==> config.mk <==
export PLATFORM = sky130hd
export DESIGN_NAME = traffic_phase_ctrl
export DESIGN_NICKNAME = d
export VERILOG_FILES = /design/src/rtl/traffic_phase_ctrl.sv
export SDC_FILE = /design/constraint.sdc
export NUM_CORES = 1
export LEC_CHECK = 0
export ABC_AREA = 1
export ABC_CLOCK_PERIOD_IN_PS = 2000
export BUFFER_PORTS_ARGS = -buffer_cell sky130_fd_sc_hd__buf_2
export CORE_MARGIN = 2
export CORE_UTILIZATION = 43
export DETAILED_ROUTE_END_ITERATION = 8
export PLACE_DENSITY_LB_ADDON = 0.2
export SLEW_MARGIN = 20
export SYNTH_ARGS = -nofsm -noshare
export SYNTH_HDL_FRONTEND = slang
export SYNTH_SLANG_ARGS = --single-unit
==> constraint.sdc <==
create_clock -name clk -period 2 [get_ports clk]
set_clock_uncertainty 0.05 [all_clocks]
set_input_delay 0.2 -clock clk [delete_from_list [all_inputs] [get_ports clk]]
set_output_delay 0.2 -clock clk [all_outputs]
set_load 0.005 [all_outputs]
==> src/rtl/traffic_phase_ctrl.sv <==
module traffic_phase_ctrl #(
  parameter int DIV_COUNT = 33566667,
  parameter int TIMER_MOD = 5
) (
  input  logic clk,
  input  logic rst,
  output logic ns_red,
  output logic ns_yellow,
  output logic ns_green,
  output logic ew_red,
  output logic ew_yellow,
  output logic ew_green
);
  localparam int DW = (DIV_COUNT > 1) ? $clog2(DIV_COUNT) : 1;
  localparam int TW = (TIMER_MOD > 1) ? $clog2(TIMER_MOD) : 1;
  localparam logic [DW-1:0] DIV_LAST = DW'(DIV_COUNT - 1);
  localparam logic [TW-1:0] TIM_LAST = TW'(TIMER_MOD - 1);

  typedef enum logic [1:0] {
    NS_GO   = 2'd0,
    NS_SLOW = 2'd1,
    EW_GO   = 2'd2,
    EW_SLOW = 2'd3
  } phase_t;

  phase_t          phase;
  logic [DW-1:0]   div_cnt;
  logic [TW-1:0]   timer;
  logic            tick;
  logic            is_green;
  logic            advance;

  assign tick     = (div_cnt == DIV_LAST);
  assign is_green = (phase == NS_GO) || (phase == EW_GO);
  assign advance  = tick && (!is_green || timer == TIM_LAST);

  always_ff @(posedge clk) begin
    if (rst || tick) div_cnt <= '0;
    else             div_cnt <= div_cnt + 1'b1;
  end

  always_ff @(posedge clk) begin
    if (rst) begin
      phase <= NS_GO;
      timer <= '0;
    end else if (advance) begin
      phase <= phase_t'(phase + 2'd1);
      timer <= '0;
    end else if (tick) begin
      timer <= timer + 1'b1;
    end
  end

  assign ns_green  = (phase == NS_GO);
  assign ns_yellow = (phase == NS_SLOW);
  assign ns_red    = (phase == EW_GO) || (phase == EW_SLOW);
  assign ew_green  = (phase == EW_GO);
  assign ew_yellow = (phase == EW_SLOW);
  assign ew_red    = (phase == NS_GO) || (phase == NS_SLOW);

  assert_reset_state_R1: assert property (@(posedge clk)
    $past(rst) |-> (phase == NS_GO && timer == '0 && div_cnt == '0));

  assert_one_lamp_R2: assert property (@(posedge clk) disable iff (rst)
    $countones({ns_red, ns_yellow, ns_green}) == 1 &&
    $countones({ew_red, ew_yellow, ew_green}) == 1);

  assert_green_hold_R3: assert property (@(posedge clk) disable iff (rst)
    (is_green && !(tick && timer == TIM_LAST)) |=> $stable(phase));

  assert_yellow_one_tick_R4: assert property (@(posedge clk) disable iff (rst)
    (!is_green && tick) |=> phase == phase_t'($past(phase) + 2'd1));

  assert_fixed_order_R7: assert property (@(posedge clk) disable iff (rst)
    (phase != $past(phase)) |-> (phase == phase_t'($past(phase) + 2'd1) && timer == '0));

  assert_never_both_go_R7: assert property (@(posedge clk) disable iff (rst)
    ns_red || ew_red);
endmodule

Yosys cells after proc, flatten, opt, wreduce, memory -nomap -nowiden. Cells that the tools add are included.

Eq/ne operators: 5. Reduce and logical (&&, ||, !) cells: 9. Add/subtract/negate cells: 3.

Operator list (count): 26-bit by 1-bit adder with 26-bit output (second input constant) (1); 26-bit equality test (second input constant) (1); 1-bit logical OR (5); 2-bit equality test (second input constant) (2); 3-bit by 1-bit adder with 3-bit output (second input constant) (1); 3-bit equality test (second input constant) (1); 2-bit by 1-bit adder with 2-bit output (second input constant) (1); 2-bit by 1-bit equality test with 1-bit output (second input constant) (1); 2-bit logical NOT (1); 2-bit OR reduction (1); 1-bit logical AND (1); 1-bit logical NOT (1).

Register bits: 31. Logic and storage cells: 20. Input bits: 2. Output and inout port bits: 6.

Depth between registers and ports, before layout.
Depth after elaboration: 6. Depth in mapped cells: 10. Mapped depth without buffers: 10.

Least setup slack after synthesis. Ideal clock, no wire load.

Path type: register -> register. Start: register div_cnt[0]. End: register div_cnt[24]. Period minus slack after synthesis: 1391 ps. Path slack: 609 ps. Buffers on the path: 0. Arrival time: 1230 ps. Library setup time: 111 ps. Cell stages (with the launch flop): 9. Required time: 1839 ps. Cells stage by stage: dfxtp_1 ha_1 nand3_2 nor2_4 nand2_4 nor2_4 nand3_1 nand2_1 nor2_2.

Longest elaborated chain between the ends: 2. Elaborated cells on any way between the ends: 3. Those cells by class: add/sub: 1; eq/ne: 1; reduce/logical: 1.

RTL lines: from (decl) (RTL line 27) `logic [DW-1:0] div_cnt;`; from (signal assigned) (RTL line 39) `else div_cnt <= div_cnt + 1'b1;`; parallel branches: the longest is 2 deep, another holds 26-bit by 1-bit adder with 26-bit output.

Parallel ways; which one is timed is not known. A chain may end at the register's enable or synchronous reset.

Final worst setup path.
Start: register div_cnt[0]. End: register div_cnt[2].

Same word-level chain as after synthesis.

==> metrics <==
status=finished clean; post-synthesis cell count=275; Routability Congestion=0.837; number of global-route vias before repair=1482; Final setup viols=0; hold_buf cts=0; Avg Vias per Cell=roughly 4.7; Tmin final=around 1.7 ns; setup TNS=0 ns; DR vias=1612; H-Tree Level Count=2; post-CTS setup buffer count=0; CP startpoint=div_cnt[0]; DP Worst Slack=0.356 ns; global-route wire length before repair=6610 um; IO buf count=7; top-count cell post-synth=nand2_1; nets=299; clk_lat worst skew=0.29 ns; Clock Pin Slew Worst Setup and Hold Paths=0.06 ns; layout cells sized above 1=0.100; DRC violations left=0; Die X-Extent=68.9 um; ant diodes=0; ys async rst share=0; RSZ-0062 raised after global routing=no; Overflow after GRT=0; Post-DP Area=about 1900 um2; largest fanout on the critical path=11; Synth Register Bits=31; Worst EP required=2.13 ns; worst-margin pin slew=around 0.38 ns; Die ar.=approximately 4700 um2; Yosys top cell by area=dfxtp_1; GRT Util Overall=0.195; Peak Freq=604 MHz; Layout area overhead=10.5%; ranking of synthesized cells by area=dfxtp_1 (34%), nand2_1 (15%), nor2_1 (13%); CP Data Arrival Time=about 1.8 ns; cts bufs inserted=5; DRT antenna net count=0; min-delay worst type=in2reg; antenna violations before repair=0; CTS sink count=31; I/O pin count=8; post-synthesis cell type count=21; WL final=3880 um; EDFF count, synth=0; Clock Tree Buf Depth=2; Synth top area share=0.343; Max Cap Viol=0; number of core rows=23; CTS tree=done; die height=68.9 um; most frequent cells after synthesis=nand2_1 (74), nor2_1 (63), dfxtp_1 (31), inv_1 (30), nand3_1 (15); Post-DP HPWL=around 3000 um; Seq/Total Area, Yosys=0.343; post-CTS sizing=0; Max VDD drop=0.000417 V; hold wc startpoint=rst; drt pass-1 iters=5; Static Leakage=0.752 nW; root buffer cell=clkbuf_8; Starting Density=0.449; Worst R2R Start=div_cnt[0]; max_slew headroom=0.745; synthesized area=1810 um2; YS warnings=0; WS Path Type=reg2reg; Top FF cell, synth=dfxtp_1; Mapped Nets=approximately 290; Hold Violations, Final=0; Syn Area/Cell=around 6.6 um2; endpoint type of the worst setup path=flop; fin area=approximately 2000 um2; final worst slack=between 0.3 and 0.4 ns; Tcrit/Tclk final=0.828; largest net degree at the start of global routing=12; final hold slack=around 0.17 ns; fillers=424; Initial DRC Count=approximately 110; Power Dens Cells=601 nW/um2; nature of the critical path startpoint=flop; number of max-slew violations in the final report=0; WL per Instance=11.4 um; Core Box Area=between 4000 and 5000 um2
==> report_power, final <==
group	internal (mW)	leakage (nW)	switching [mW]	total, mW
Combinational	0.0101	0.450	0.0187	0.0287
Clock	0.314	0.0515	0.230	0.544
Sequential	0.622	0.250	0.00575	0.628
==> layout make-up <==
class	count	area (um2)	share of cell area
clock buffer	8	100	0.0501
inverter	30	113	0.0563
multi-input combinational	212	1050	0.527
sequential	31	621	0.310
tap	50	62.6	0.0313
timing repair buffer	9	50.0	0.0250
==> layer usage <==
layer,global-route usage,share of wire,vias to the layer above
li1,-,-,879
met1,0.243,0.49,687
met2,0.311,0.44,35
met3,0.0682,0.047,11
met4,0.0711,0.018,0
met5,0,0,-
==> cells by family after synthesis <==
group           synth area share
flops                      0.343
simple gates               0.431
xor+xnor                  0.0629
compound gates            0.0332
buf+inv                   0.0747
fa+ha+maj                 0.0553
==> cells in the final DEF (no fill, tap or decap), drive strengths merged, types with 7 or more instances in the layout <==
master	Yosys	final
buf	2	9
a21oi	10	10
nand4	7	7
clkbuf	0	8
inv	30	30
nand3	16	16
dfxtp	31	31
nand2	77	77
nor2	70	70
ha	8	8
xor2	9	9
==> metrics by stage <==
step                      total power [mW]   util  std cells
after CTS                             1.21  0.496        340
after global placement               0.671  0.471        332
after floorplan                      0.665      -        275
after detailed placement             0.671  0.471        332
final                                 1.20  0.496        340
after global routing                  1.25  0.496        340
==> critical path: stages (launching register included) <==
cell and delay, ns:
dfxtp_1 0.33, inv_1 0.08, ha_1 0.17, nand2_1 0.06, nor2_1 0.09, nand2_1 0.07, nor2_2 0.13, nand2_1 0.10
nand2_2 0.19, buf_4 0.21, nor3_1 0.06
==> sequential cells by signal, indices dropped and copies added (netlist names) <==
name     flops
div_cnt     26
timer        3
phase        2
==> final timing paths <==
| kind | end | slack [ns] | cells after the start |
|---|---|---|---|
| worst max register to register | div_cnt[2] | 0.34 | 10 |
| worst max-delay path | div_cnt[2] | 0.34 | 10 |
| worst min register to register | div_cnt[0] | 0.42 | 1 |
| worst min-delay path | phase[0] | 0.17 | 4 |
Power figures use the tool's default switching activity.
